--- src/rtl/uart_modem_ctl_sts.sv ---
module uart_modem_ctl_sts #(
  parameter logic [4:0] CTL_RST = 5'h08,
  parameter logic [3:0] PIN_RST = 4'hB
) (
  input  logic       clk,
  input  logic       rst_n,
  input  logic       ctl_we,
  input  logic [7:0] ctl_wdata,
  output logic [7:0] ctl_q,
  input  logic       sts_rd,
  output logic [7:0] sts_rdata,
  output logic       any_delta,
  input  logic       cts_i,
  input  logic       dsr_i,
  input  logic       dcd_i,
  input  logic       ri_i,
  output logic       dtr_o,
  output logic       rts_o,
  output logic       out1_o,
  output logic       out2_o
);

  logic [4:0] ctl;
  logic [3:0] pin_s, dlt;
  logic [3:0] pins, chg;
  logic       loop;

  assign loop = ctl[4];
  assign pins = {dcd_i, ri_i, dsr_i, cts_i};
  assign chg  = loop ? 4'h0 :
                {pin_s[3] ^ pins[3], pin_s[2] & ~pins[2],
                 pin_s[1] ^ pins[1], pin_s[0] ^ pins[0]};

  always_ff @(posedge clk) begin
    if (!rst_n) begin
      ctl   <= CTL_RST;
      pin_s <= PIN_RST;
      dlt   <= 4'h0;
    end else begin
      if (ctl_we) ctl <= ctl_wdata[4:0];
      pin_s <= pins;
      dlt   <= ((sts_rd && !loop) ? 4'h0 : dlt) | chg;
    end
  end

  assign ctl_q     = {3'b000, ctl};
  assign any_delta = |dlt;
  assign sts_rdata = loop ? {ctl[3], ctl[2], ctl[0], ctl[1], 4'h0} : {pin_s, dlt};
  assign dtr_o     = ctl[0] & ~loop;
  assign rts_o     = ctl[1] & ~loop;
  assign out1_o    = ctl[2] & ~loop;
  assign out2_o    = ctl[3] & ~loop;


  flag_sticky_chk: assert property (@(posedge clk) disable iff (!rst_n)
    !sts_rd |=> ((dlt & $past(dlt)) == $past(dlt)));

  ring_fall_chk: assert property (@(posedge clk) disable iff (!rst_n)
    $rose(dlt[2]) |-> ($past(ri_i) == 1'b0 && $past(pin_s[2]) == 1'b1));

  read_clear_chk: assert property (@(posedge clk) disable iff (!rst_n)
    (sts_rd && !loop && pins == pin_s) |=> dlt == 4'h0);

  loop_pins_chk: assert property (@(posedge clk) disable iff (!rst_n)
    loop |-> {dtr_o, rts_o, out1_o, out2_o} == 4'h0);

  loop_quiet_chk: assert property (@(posedge clk) disable iff (!rst_n)
    loop |=> (dlt & ~$past(dlt)) == 4'h0);

endmodule

--- config.mk ---
export PLATFORM = sky130hd
export DESIGN_NAME = uart_modem_ctl_sts
export DESIGN_NICKNAME = d
export VERILOG_FILES = /design/src/rtl/uart_modem_ctl_sts.sv
export SDC_FILE = /design/constraint.sdc
export NUM_CORES = 1
export LEC_CHECK = 0
export BUFFER_PORTS_ARGS = -buffer_cell sky130_fd_sc_hd__buf_4
export CAP_MARGIN = 20
export CORE_MARGIN = 5
export CORE_UTILIZATION = 44
export DETAILED_ROUTE_END_ITERATION = 8
export PLACE_DENSITY_LB_ADDON = 0.3
export SLEW_MARGIN = 20
export SYNTH_ARGS = -nofsm -noshare
export SYNTH_HDL_FRONTEND = slang
export SYNTH_SLANG_ARGS = --single-unit
--- constraint.sdc ---
create_clock -name clk -period 2.8 [get_ports clk]
set_input_delay 0.14 -clock clk [delete_from_list [all_inputs] [get_ports clk]]
set_output_delay 0.14 -clock clk [all_outputs]
set_load 0.02 [all_outputs]
# [After elaboration in Yosys (flattened, before gate mapping)]
# Cells that the tools add are included.
[totals] reg_bits=13 output_inout_bits=21 word_cells=20
[classes] mux=3 n_bitwise=11 n_reduce_logical=3
[ops] op="two-way mux 4 bit" n=2
[ops] op="two-way mux 8 bit" n=1
[ops] op="bitwise AND 1 bit" n=5
[ops] op="bitwise OR 4 bit" n=1
[ops] op="OR reduction 4 bit" n=1
[ops] op="bitwise XOR 1 bit" n=3
[ops] op="inverter 1 bit" n=2
[ops] op="logical AND 1 bit" n=1
[ops] op="zero test 1 bit" n=1

# [Logic depth before layout (Yosys ltp)]
[depth] word_depth=4 ltp_mapped=3

# [Least setup slack after synthesis]
# Ideal clock, no wire load.
[synth_timing] path_kind="reg-to-output" startpoint="register ctl[4]" endpoint="output port sts_rdata[5]" arrival_ps=1056 required_time_ps=2660 slack_ps=1604 stages_incl_launch_ff=3 cell_sequence="dfxtp_1 -> buf_6 -> mux2_4"
[synth_via] elab_chain_cells=1
[synth_rtl] element="from (decl)" line_no="23" source="logic [4:0] ctl;"
[synth_rtl] element="from (signal assigned)" line_no="40" source="if (ctl_we) ctl <= ctl_wdata[4:0];"
[synth_rtl] element="two-way mux 8 bit" line_no="48" source="assign sts_rdata = loop ? {ctl[3], ctl[2], ctl[0], ctl[1], 4'h0} : {pin_s, dlt};"
[synth_rtl] element="to (decl)" line_no="11" source="output logic [7:0] sts_rdata,"
# Every way passes these cells.

# [Worst setup path after layout]
[layout_timing] startpoint="register ctl[4]" endpoint="output port sts_rdata[4]"
# Same word-level chain as after synthesis.

==> out/results.tsv <==
metric	value	unit
avgSynthCellArea	10.33	um^2
finalInstanceArea	874.6	um^2
ys.flop_type	dfxtp_1	
routed_wirelength	1244	um
synthCells	62	
drv_cap	0	
synth_cell_type_count	20	
gr-usage-all-layers	11.98	%
dr.pass1.iters	3	
skew	0.002021	ns
cts_sinks	13	
hold_violations	0	
path_max_fanout	17	
die_w	48.16	um
outcome	finished, final reports clean	
required	2.66	ns
dp_hpwl	995.3	um
grt_pass1_vias	462	
fillCellCount	123	
p_total	0.4427	mW
synth_top_area_share	40.63	%
die_h	48.16	um
rsz0062_at_grt	false	
cp-end-kind	primary output	
tns	0	ns
synth_area_leader_cell	dfxtp_1	
synth-async-reset-ratio	0	%
die_area	2319	um^2
globalplace.congestion	0.7600	
clk_pin_slew	0.07	ns
num_antenna_cells	0	
start_util	48.03	%
drive_gt1_share	52.17	%
portBuffers	30	
ys_seq_area_share	40.62	%
cts_setup_buffers	0	
synthTopCellsByCount	dfxtp_1 (13), and2b_2 (8), mux2i_1 (5), nand2_1 (5)	
area.growth.synth_to_final	36.52	%
drv_slew	0	
setup_viol	0	
numCtsBuffers	3	
syn-cell-area	640.6	um^2
grt_max_degree	18	
finalCriticalPeriod	1.633	ns
final.period_utilization	58.34	%
post_drt_wl_per_cell	11.63	um
synth_area_leaders	dfxtp_1 (41%), and2b_2 (11%), mux2i_1 (7.8%), mux2_4 (4.7%), xnor2_1 (4.1%)	
cts-root-buf	clkbuf_4	
p_per_area	506.2	nW/um^2
max-slew-margin-rel	63.51	%
viasPerCell	4.570	
worstHoldPathType	in -> reg	
synth.most_common_cell	dfxtp_1	
fmax	612.2	MHz
clock_latency	0.27	ns
ys_seq_elements	13	
crit_path_start_kind	flip-flop	
ctsResizeCount	0	
antenna_found_initial	0	
drt_iter0_markers	2	
h-tree-depth	1	
tritoncts	done	
place_area	848.3	um^2
synth_edf_count	0	
yosys_warnings	0	
drcViolationCount	0	
row_count	13	
postCtsHoldBufs	0	
core	1334	um^2
antenna_left	0	
ios	37	
leakage	0.4224	nW
tightestPinTransition	0.5467	ns
clock_path_buffers	2	
ir_drop	0.3747	mV
grt_pass1_wl	1918	um
overflow	0	
cp.arrival	1.49	ns
critPathKind	reg -> out	
vias	489	
final_nets	109	
[worst paths after layout]
kind	depth (start not counted)	slack, ns	to	startpoint
max	2	1.17	sts_rdata[4]	ctl[4]
min	2	0.06	pin_s[1]	dsr_i
min reg2reg	2	0.47	dlt[2]	pin_s[2]
max reg2reg	3	1.66	dlt[2]	ctl[4]
[cell type report]
| class | count | area, um^2 | share of cell area [%] |
|---|---|---|---|
| multi-input cells | 45 | 344.1 | 39.34 |
| flip-flops and latches | 13 | 260.3 | 29.76 |
| repair buffers | 30 | 225.2 | 25.75 |
| clock buffers | 4 | 26.28 | 3.004 |
| well taps | 15 | 18.77 | 2.146 |
[logic make-up (layout without fill, tap and decap cells)]
group,Yosys count,count (layout),share of synthesized area [%]
other,1,3,0.5854
AO/OA/AOI/OAI,4,4,4.688
multiplexers,9,9,16.02
AND/OR/NAND/NOR,26,26,27.15
XOR/XNOR,3,3,4.102
flip-flops,13,13,40.63
buffers and inverters,6,34,6.836
[flip-flops by register name, indices dropped and copies added (netlist names)]
register / flops
ctl: 5
dlt: 4
pin_s: 4
[worst max-delay path, cell delays in order (launching register included)]
cell	delay [ns]
dfxtp_1	0.67
mux2_2	0.40
buf_4	0.16
[stage by stage]
step | std cells | util, % | setup WS [ns] | hold WS (ns)
2_1_floorplan | 64 | - | 1.604 | 0.2130
3_3_place_gp | 103 | 63.60 | 1.468 | 0.3414
3_5_place_dp | 103 | 63.60 | 1.454 | 0.3447
4_1_cts | 107 | 65.57 | 1.136 | 0.05805
5_1_grt | 107 | 65.57 | 1.060 | 0.05866
6_report | 107 | 65.57 | 1.167 | 0.06440
[layer usage]
layer	wire length [um]	GRT usage, %	vias up
met4	0	3.226	0
li1	-	-	255
met3	141	5.904	0
met1	474	12.78	214
met2	628	20.83	20
met5	0	0	-
[placed cells by master (no fill, tap or decap), drive strengths merged]
cell type  count
nand2          5
nor2b          5
nor2           1
conb           3
nand2b         5
buf           30
and2           1
clkbuf         4
and2b          8
a21boi         1
mux2           4
or4            1
xnor2          3
o22ai          3
mux2i          5
dfxtp         13
[power by group]
group / switching, mW / internal, mW / leakage [nW]
sequential: 0.0122 / 0.198 / 0.108
clock: 0.0564 / 0.0552 / 0.0150
combinational: 0.0565 / 0.0645 / 0.300
No activity file was read; power rests on OpenSTA's default activity.
